<file path="src/rtl/tc_prescaler.sv">
module tc_prescaler #(
  parameter int CNT_W = 10,
  parameter int NT    = 3,
  parameter int SW    = 3
) (
  input  logic            clk,
  input  logic            rst_n,
  input  logic            wr_en,
  input  logic [7:0]      wr_data,
  output logic [7:0]      rd_data,
  input  logic [SW*NT-1:0] clk_sel,
  input  logic [1:0]      fine_sel,
  input  logic [NT-1:0]   ext_pin,
  output logic [NT-1:0]   cnt_en
);
  localparam int B8 = 3, B16 = 4, B32 = 5, B64 = 6, B256 = 8, B1K = 10;

  logic [CNT_W-1:0] cnt;
  logic             hold, psr;
  logic [5:0]       spare;
  logic [CNT_W:1]   tap;
  logic [NT-1:0]    s1, s2, s3;
  logic [NT-1:0]    rise, fall;

  always_ff @(posedge clk or negedge rst_n) begin
    if (!rst_n) begin
      hold  <= 1'b0;
      spare <= '0;
      psr   <= 1'b0;
    end else if (wr_en) begin
      {hold, spare, psr} <= wr_data;
    end else if (!hold) begin
      psr <= 1'b0;
    end
  end

  assign rd_data = {hold, spare, psr};

  always_ff @(posedge clk or negedge rst_n) begin
    if (!rst_n)   cnt <= '0;
    else if (psr) cnt <= '0;
    else          cnt <= cnt + 1'b1;
  end

  for (genvar k = 1; k <= CNT_W; k++) begin : g_tap
    assign tap[k] = ~psr & (&cnt[k-1:0]);
  end

  always_ff @(posedge clk or negedge rst_n) begin
    if (!rst_n) begin
      s1 <= '0;
      s2 <= '0;
      s3 <= '0;
    end else begin
      s1 <= ext_pin;
      s2 <= s1;
      s3 <= s2;
    end
  end

  assign rise = s2 & ~s3;
  assign fall = ~s2 & s3;

  for (genvar t = 0; t < NT; t++) begin : g_tmr
    logic [SW-1:0] sel;
    logic          base;
    assign sel = clk_sel[SW*t +: SW];
    always_comb begin
      case (sel)
        3'b001:  base = 1'b1;
        3'b010:  base = tap[B8];
        3'b011:  base = tap[B64];
        3'b100:  base = tap[B256];
        3'b101:  base = tap[B1K];
        3'b110:  base = fall[t];
        3'b111:  base = rise[t];
        default: base = 1'b0;
      endcase
    end
    if (t == NT-1) begin : g_fine
      always_comb begin
        case (fine_sel)
          2'b01:   cnt_en[t] = tap[B16];
          2'b10:   cnt_en[t] = tap[B32];
          default: cnt_en[t] = base;
        endcase
      end
    end else begin : g_plain
      assign cnt_en[t] = base;
    end
  end
endmodule

</file>
<file path="config.mk">
export PLATFORM = sky130hd
export DESIGN_NAME = tc_prescaler
export DESIGN_NICKNAME = d
export VERILOG_FILES = /design/src/rtl/tc_prescaler.sv
export SDC_FILE = /design/constraint.sdc
export NUM_CORES = 1
export LEC_CHECK = 0
export BUFFER_PORTS_ARGS = -buffer_cell sky130_fd_sc_hd__buf_2
export CAP_MARGIN = 20
export CORE_MARGIN = 3
export CORE_UTILIZATION = 42
export CTS_BUF_LIST = sky130_fd_sc_hd__clkbuf_4 sky130_fd_sc_hd__clkbuf_8
export CTS_CLUSTER_SIZE = 16
export DETAILED_ROUTE_END_ITERATION = 10
export GPL_TIMING_DRIVEN = 0
export PLACE_DENSITY_LB_ADDON = 0.3
export SKIP_CTS_REPAIR_TIMING = 1
export SLEW_MARGIN = 20
export SYNTH_ARGS = -nofsm -noshare
export SYNTH_HDL_FRONTEND = slang
export SYNTH_SLANG_ARGS = --single-unit
</file>
<file path="constraint.sdc">
create_clock -name clk -period 2.65 [get_ports clk]
set_clock_uncertainty 0.2 [all_clocks]
set_input_delay 0.265 -clock clk [delete_from_list [all_inputs] [get_ports clk]]
set_output_delay 0.265 -clock clk [all_outputs]
set_load 0.02 [all_outputs]
</file>
==> summary.md, run 1 <==
| Metric | Value |
|---|---|
| Design Area, Final | 1690 um^2 |
| Ys flop type | dfrtp_1 |
| Starting Density | 45.5% |
| Vias per Instance | between 5 and 6 |
| Placed Area | 1510 um^2 |
| Final Cycle Share | 95.5% |
| CTS Buf Count | 3 |
| Min-Delay Path Class | in2reg |
| Final net count | a little under 200 |
| Vias in the first global route | 1037 |
| Clock root buffer | clkbuf_4 |
| Die height | 61.6 um |
| Detailed Routing Iterations Pass 1 | 4 |
| Post-synthesis cell count | 115 |
| P_leak | 0.820 nW |
| Die X | 61.6 um |
| Synth top cells by count | dfrtp_1 (27), nand2_1 (8), nor2_1 (8) |
| Crit-path max FO | 4 |
| Critical Path Sink Type | output port |
| Max Cap Viol | 0 |
| Clock buffer depth | 2 |
| Pin count of the biggest net entering global routing | 28 |
| Tmin final | 2.53 ns |
| Crit path DAT | 2.07 ns |
| Post-layout util | 59.1% |
| Mean Syn Cell Area | 11.3 um^2 |
| GPL Wtd Cong | 0.733 |
| Die ar. | 3800 um^2 |
| Worst R2R Setup Slack | around 1.1 ns |
| DRC violations left | 0 |
| Ant. Diodes | 0 |
| Fin. Hold Viols | 0 |
| Dpl hpwl | 1900 um |
| Worst-skew pair later-pin latency | 0.31 ns |
| Post-synth top area share | 52.0% |
| Drt first-iter violations | 35 |
| Final hold slack | 0.147 ns |
| Status | finished clean |
| Seq/Total Area, Yosys | 52.0% |
| I/O Buffers | 34 |
| Slew Limit Fails | 0 |
| Synth cell types | 33 |
| #FFs+latches synth | 27 |
| Via count | 1045 |
| Measured slew at the worst slew-check pin | 0.601 ns |
| I/O pins | 36 |
| Synth area leaders | dfrtp_1 (52%), mux2_2 (6.1%), ha_1 (3.9%), nor2b_1 (2.4%), a21oi_1 (2.3%) |
| CTS H-tree lvls | 1 |
| Count leader, synth | dfrtp_1 |
| VDD IR-drop max | 0.000315 V |
| Mapped Nets | 144 |
| Achievable Freq | roughly 400 MHz |
| Final ANT Viol Nets | 0 |
| Antenna violations before repair | 0 |
| Async S/R FF share, synth | between 90% and 100% |
| Total GRT Usage | between 10% and 20% |
| Total global routing overflow | 0 |
| Top cell type by total area after synthesis | dfrtp_1 |
| CP required | 2.18 ns |
| Clk pin slew, worst setup/hold paths | roughly 0.14 ns |
| Power per cell area | approximately 500 nW/um^2 |
| Final wirelength | 2700 um |
| WS Path Type | reg2out |
| Synthesis warning total | 0 |
| Startpoint types | register |
| Routed length per placed instance | 13.7 um |
| Area of the mapped netlist | 1300 um^2 |
| Layout area overhead | 29.9% |
| Slew headroom | 59.9% |
| Rows | 19 |
| Layout cell share with drive strength beyond 1 | 34.3% |
| EDFF count, synth | 0 |
| CTS tree | yes |
| Core Box Area | around 2900 um^2 |
| Clock Sinks | 27 |
| First-pass GRT wire length | 4310 um |
| Final setup fails | 0 |
[worst paths after layout]
path	start	end	depth (start not counted)
max	cnt[0]	cnt_en[2]	7
min	wr_en	psr	3
max reg2reg	cnt[0]	cnt[6]	4
min reg2reg	s1[1]	s2[1]	0
max in group asynchronous	rst_n	cnt[0]	2
min in group asynchronous	rst_n	cnt[5]	2
[metrics by stage]
step / worst slack, ns / std cells / setup TNS [ns] / power [mW]
after CTS: -0.00622 / 184 / -0.00622 / 0.834
after floorplan: 0.556 / 115 / 0 / 0.581
after detailed placement: 0.380 / 180 / 0 / 0.644
after global placement: 0.389 / 180 / 0 / 0.636
after global routing: -0.00447 / 197 / -0.00803 / 0.910
final: 0.119 / 197 / 0 / 0.847
[cells by family after synthesis]
kind of cell,share of synthesized area [%]
xor gates and xnor gates,3.37
buffers and inverters,4.62
muxes,6.07
adders and majority gates,3.85
DFF,52.0
AOI/OAI and AO/OA,9.83
and+or+nand+nor,20.2
[routing by layer]
layer	global-route usage (%)	up-vias	part of all wire [%]
li1	-	513	-
met1	16.6	497	42
met2	29.1	33	52
met3	3.14	2	5.8
met4	6.36	0	0.74
met5	0	-	0
[placed cells by master (no fill, tap or decap), types with 3 or more instances in the layout]
cell type and count:
a21oi_1 6, buf_2 34, buf_4 5, clkbuf_4 4
dfrtp_1 27, dlygate4sd3_1 12, ha_1 3, inv_1 6
mux2_2 7, nand2_1 8, nand3b_1 3, nor2_1 8
nor2b_1 4, nor4_1 4, o21ai_0 3, xor2_1 3
[critical path, stage by stage, from the launching register on]
cell and delay (ns):
dfrtp_1 0.45, ha_4 0.20, ha_1 0.17, nor2b_2 0.17, a311o_1 0.37, o221ai_2 0.12
o31ai_1 0.09, buf_2 0.18
[where the power goes]
group / switching [mW] / internal [mW] / leakage [nW]
Sequential: 0.0397 / 0.450 / 0.335
Clock: 0.114 / 0.0691 / 0.0184
Combinational: 0.0826 / 0.0917 / 0.467
Total: 0.236 / 0.610 / 0.820
[final cells by class]
class,count,area (um^2)
fill,244,1170
buffer,6,37.5
sequential,27,676
tap,31,38.8
multi-input combinational,76,584
inverter,6,22.5
timing repair buffer,47,298
clock buffer,4,30.0
[flip-flops by register name (all words and copies together) (netlist names)]
signal  cells
cnt        10
spare       6
s1          3
s2          3
s3          3
hold        1
psr         1
Note: power is estimated with default switching activity, not from simulation.
==> run 2, diff against run 1 <==
--- a/config.mk
+++ b/config.mk
@@ -8,7 +8,7 @@
 export BUFFER_PORTS_ARGS = -buffer_cell sky130_fd_sc_hd__buf_2
 export CAP_MARGIN = 20
 export CORE_MARGIN = 3
-export CORE_UTILIZATION = 42
+export CORE_UTILIZATION = 53
 export CTS_BUF_LIST = sky130_fd_sc_hd__clkbuf_4 sky130_fd_sc_hd__clkbuf_8
 export CTS_CLUSTER_SIZE = 16
 export DETAILED_ROUTE_END_ITERATION = 10
==> summary.md, run 2 (synthesis results as in run 1) <==
| Metric | Value |
|---|---|
| Fin. Hold Viols | 0 |
| Detailed Routing Iterations Pass 1 | 4 |
| Worst R2R Setup Slack | 1.06 ns |
| Max Cap Viol | 0 |
| Layout area overhead | 28.3% |
| Layout cell share with drive strength beyond 1 | 33.3% |
| DRC violations left | 0 |
| Tot Pwr | 826 uW |
| Final setup fails | 0 |
| I/O pins | 36 |
| Final net count | 195 |
| Clock Sinks | 27 |
| VDD IR-drop max | 0.000369 V |
| Vias per Instance | 5.36 |
| Clk pin slew, worst setup/hold paths | 0.13 ns |
| Core Box Area | ~2300 um^2 |
| Ant. Diodes | 0 |
| CTS H-tree lvls | 1 |
| Critical Path Sink Type | output port |
| Leading cell types in the layout, fill and taps excluded | buf_2 (34), dfrtp_1 (27), dlygate4sd3_1 (12) |
| Final wirelength | between 2000 and 3000 um |
| Worst R2R Path Depth | 4 |
| Antenna violations before repair | 0 |
| P_leak | about 0.81 nW |
| Measured slew at the worst slew-check pin | 0.572 ns |
| Tmin final | 2.50 ns |
| Die ar. | 3080 um^2 |
| CP required | 2.18 ns |
| Max reg flops | 10 |
| Total global routing overflow | 0 |
| Largest Register | cnt |
| Crit-path max FO | 4 |
| Crit path DAT | 2.04 ns |
| Slew headroom | between 60% and 70% |
| Clock root buffer | clkbuf_4 |
| CP Capture Point | cnt_en[2] |
| Rows | 17 |
| Largest regs | cnt x10, spare x6 |
| CTS Buf Count | 3 |
| Routed length per placed instance | around 14 um |
| Die height | between 50 and 60 um |
| Vias in the first global route | 1040 |
| Pin count of the biggest net entering global routing | 28 |
| Startpoint types | register |
| Min-Delay Path Class | reg2reg |
| Final setup margin | 0.146 ns |
| I/O Buffers | 34 |
| Via count | 1034 |
| RSZ-0062 raised after global routing | no |
| Clock buffer depth | 2 |
| Power per cell area | roughly 500 nW/um^2 |
| Slew Limit Fails | 0 |
| Total GRT Usage | 17.4% |
| Die X | 55.5 um |
| WS Path Type | reg2out |
| Placement Setup Slack | 0.364 ns |
| Status | finished clean |
| Worst-skew pair later-pin latency | roughly 0.31 ns |
| CTS tree | yes |
| Starting Density | 57.1% |
| GPL Wtd Cong | a little under 0.8 |
| Reg-to-Reg End | cnt[6] |
| First-pass GRT wire length | 4310 um |
| Final ANT Viol Nets | 0 |
| Achievable Freq | approximately 400 MHz |
| Crit path launch | cnt[0] |
| Final Cycle Share | 94.5% |
| Drt first-iter violations | 22 |
| RR Startpoint | cnt[0] |
| Dpl hpwl | 1830 um |
| Most common cell after layout, fill and taps aside | buf_2 |
==> run 2: cell count changes in the layout (fill, tap and decap cells not counted), sizes merged <==
cell    previous run  this run
clkbuf             6         5
buf               39        38
clkinv             0         1
==> run 2: area by class of cell <==
class                           instances  area, um^2
Sequential cell                        27         676
Fill cell                             172         609
Multi-Input combinational cell         76         578
Timing Repair Buffer                   46         290
Buffer                                  6        37.5
Tap cell                               28        35.0
Clock buffer                            3        22.5
Inverter                                6        22.5
Clock inverter                          1        5.00
==> run 2: layer usage <==
metal | up-vias | routed length (um) | GRT usage, %
met5 | - | 0 | 0
met4 | 0 | 23 | 9.72
met3 | 2 | 132 | 3.97
met2 | 30 | 1300 | 27.7
met1 | 493 | 1180 | 21.8
li1 | 509 | - | -
==> run 2: worst min path at each step <==
stage / endpoint / cells after the start / slack, ns / startpoint
4_1_cts: cnt[2] / 1 / -0.27 / rst_n
3_5_place_dp: spare[4] / 1 / 0.1 / rst_n
6_report: s2[2] / 0 / 0.17 / s1[2]
5_1_grt: s2[0] / 0 / 0.18 / s1[0]
2_1_floorplan: cnt[0] / 0 / -0.23 / rst_n
3_3_place_gp: s1[1] / 1 / 0.09 / rst_n
==> run 2: worst max-delay path, stage by stage (launching register included) <==
cell and delay, ns:
dfrtp_1 0.46, ha_4 0.20, ha_1 0.17, nor2b_2 0.17, a311o_1 0.27, o221ai_1 0.17
o31ai_1 0.10, buf_2 0.17
==> run 2: power by group <==
group	leakage, nW	internal, mW	total [mW]	switching (mW)
Clock	0.0177	0.0564	0.166	0.110
Combinational	0.461	0.0890	0.171	0.0821
Sequential	0.335	0.450	0.489	0.0394
Total	0.814	0.595	0.826	0.231
==> run 2: stage by stage <==
stage	instance area (um^2)	utilization, %	cells	TNS (ns)	hold slack, ns
2_1_floorplan	1300	-	115	0	-0.231
3_3_place_gp	1500	66.1	177	0	0.0875
3_5_place_dp	1500	66.1	177	0	0.0989
4_1_cts	1530	67.3	181	-0.0216	-0.272
5_1_grt	1670	73.2	193	0	0.176
6_report	1670	73.2	193	0	0.170
==> run 3, diff against run 2 <==
--- a/config.mk
+++ b/config.mk
@@ -8,7 +8,7 @@
 export BUFFER_PORTS_ARGS = -buffer_cell sky130_fd_sc_hd__buf_2
 export CAP_MARGIN = 20
 export CORE_MARGIN = 3
-export CORE_UTILIZATION = 53
+export CORE_UTILIZATION = 55
 export CTS_BUF_LIST = sky130_fd_sc_hd__clkbuf_4 sky130_fd_sc_hd__clkbuf_8
 export CTS_CLUSTER_SIZE = 16
 export DETAILED_ROUTE_END_ITERATION = 10
==> constraint.sdc (replaced) <==
create_clock -name clk -period 3 [get_ports clk]
set_clock_uncertainty 0.2 [all_clocks]
set_input_delay 0.3 -clock clk [delete_from_list [all_inputs] [get_ports clk]]
set_output_delay 0.3 -clock clk [all_outputs]
set_load 0.02 [all_outputs]
==> summary.md, run 3 (synthesis results as in run 1) <==
| Metric | Value |
|---|---|
| Status | finished with violations |
| Failing checks | negative hold slack |
| Die ar. | 2980 um^2 |
| CP cell instances | ha_1 > ha_1 > nor2b_1 > a311o_1 > o221ai_1 > o31ai_1 > buf_2 |
| Slew Limit Fails | 0 |
| Achievable Freq | 373 MHz |
| Vias per Instance | 5.39 |
| Detailed Routing Iterations Pass 1 | 4 |
| Gr busiest metal | met2 |
| Measured slew at the worst slew-check pin | 0.585 ns |
| RSZ-0062 raised after global routing | no |
| Most common cell after layout, fill and taps aside | buf_2 |
| I/O pins | 36 |
| Crit-path max cell delay | 0.44 ns |
| Tmin final | 2.68 ns |
| Rows | 16 |
| Ant. Diodes | 0 |
| M2 GR Usage | 34.3% |
| VDD IR-drop max | 0.000405 V |
| First-pass GRT wire length | 4000 um |
| Crit-path max FO | 4 |
| CP Capture Point | cnt_en[2] |
| Largest Register | cnt |
| Antenna violations before repair | 0 |
| Fin. Hold Viols | 1 |
| Starting Density | about three fifths |
| Final Cycle Share | 89.4% |
| GPL Wtd Cong | between 0.7 and 0.8 |
| FF+latch area | a little under 700 um^2 |
| Startpoint types | register |
| Fillers | 135 |
| GR met1 Demand/Resource | 20.8% |
| Slew headroom | 61.0% |
| Vias in the first global route | 997 |
| Die height | approximately 55 um |
| Max Cap Viol | 0 |
| Total global routing overflow | 0 |
| CTS tree | yes |
| CTS H-tree lvls | 1 |
| Post-route setup TNS | 0 ns |
| Final setup fails | 0 |
| I/O Buffers | 34 |
| CP required | 2.50 ns |
| Core Box Area | 2100 um^2 |
| Min-Delay Path Class | in2reg |
| CTS Buf Count | 3 |
| Reg-to-Reg End | cnt[6] |
| Leading cell types in the layout, fill and taps excluded | buf_2 (34), dfrtp_1 (27), dlygate4sd3_1 (9) |
| Final wirelength | between 2000 and 3000 um |
| Worst-skew pair later-pin latency | 0.32 ns |
| Power per cell area | 447 nW/um^2 |
| Layout area overhead | 24.8% |
| Clock buffer depth | 2 |
| Final net count | 192 |
| Max reg flops | 10 |
| Clock root buffer | clkbuf_4 |
| Crit-path most repeated cell | ha_1 |
| Via count | roughly 1.0k |
| Die X | 54.6 um |
| Pin count of the biggest net entering global routing | 28 |
| P_leak | roughly 0.8 nW |
| Final hold slack | -0.0124 ns |
| Drt first-iter violations | 8 |
| Worst R2R Setup Slack | between 1 and 1.5 ns |
| Dpl hpwl | 1870 um |
| Grt met3 use | 4.90% |
| Routed length per placed instance | between 10 and 15 um |
| Clk pin slew, worst setup/hold paths | 0.14 ns |
| Critical Path Sink Type | output port |
| Worst R2R Path Depth | 4 |
| Post-layout util | 77.1% |
| Crit path launch | cnt[0] |
| CP max stage cell | dfrtp_1 |
| Total GRT Usage | 18.8% |
| Layout cell share with drive strength beyond 1 | around a third |
| Crit path DAT | between 2 and 2.5 ns |
| Clock Sinks | 27 |
| Multi-input logic area | 563 um^2 |
| RR Startpoint | cnt[0] |
| Largest regs | cnt x10, spare x6 |
| WS Path Type | reg2out |
| DRC violations left | 0 |
| Hold_sp | wr_data[0] |
| Final ANT Viol Nets | 0 |
## run 3: critical path, delay by kind of cell, from the launching register on
kind | cells | cell delay, ns
adders and majority gates | 2 | 0.46
and+or+nand+nor | 1 | 0.16
buffers and inverters | 1 | 0.17
DFF | 1 | 0.44
AOI/OAI and AO/OA | 3 | 0.64
## run 3: worst min-delay path by stage
| stage | endpoint | slack, ns | cells after the start |
|---|---|---|---|
| finish | psr | -0.01 | 3 |
| global route | spare[0] | -0.02 | 2 |
| CTS | hold | -0.22 | 1 |
| detailed placement | s1[1] | 0.14 | 1 |
| global placement | spare[3] | 0.12 | 1 |
| floorplan | cnt[0] | -0.20 | 0 |
## run 3: area by class of cell
cell class	count	share of cell area (%)
Buffer	6	2.32
Sequential cell	27	41.7
Clock buffer	3	1.39
Clock inverter	1	0.309
Inverter	6	1.39
Multi-Input combinational cell	76	34.7
Tap cell	27	2.08
Timing Repair Buffer	43	16.1
## run 3: per-stage QoR
stage / area [um^2] / total power [mW] / std cells / setup WS [ns] / hold slack, ns
after floorplan: 1300 / 0.513 / 115 / 0.871 / -0.196
after global placement: 1500 / 0.561 / 176 / 0.701 / 0.122
after detailed placement: 1500 / 0.568 / 176 / 0.689 / 0.136
after CTS: 1530 / 0.718 / 180 / 0.312 / -0.224
after global routing: 1620 / 0.769 / 189 / 0.175 / -0.0173
final: 1620 / 0.725 / 189 / 0.318 / -0.0124
## run 3: where the power goes
group | internal, mW | switching, mW | total (mW)
Combinational | 0.0711 | 0.0718 | 0.143
Sequential | 0.397 | 0.0312 | 0.428
Clock | 0.0499 | 0.104 | 0.153
## run 3: layer usage
layer | share of wire, % | wire length (um)
met4 | 0.50 | 13
met1 | 41 | 1070
met2 | 51 | 1320
met5 | 0 | 0
met3 | 7.4 | 192
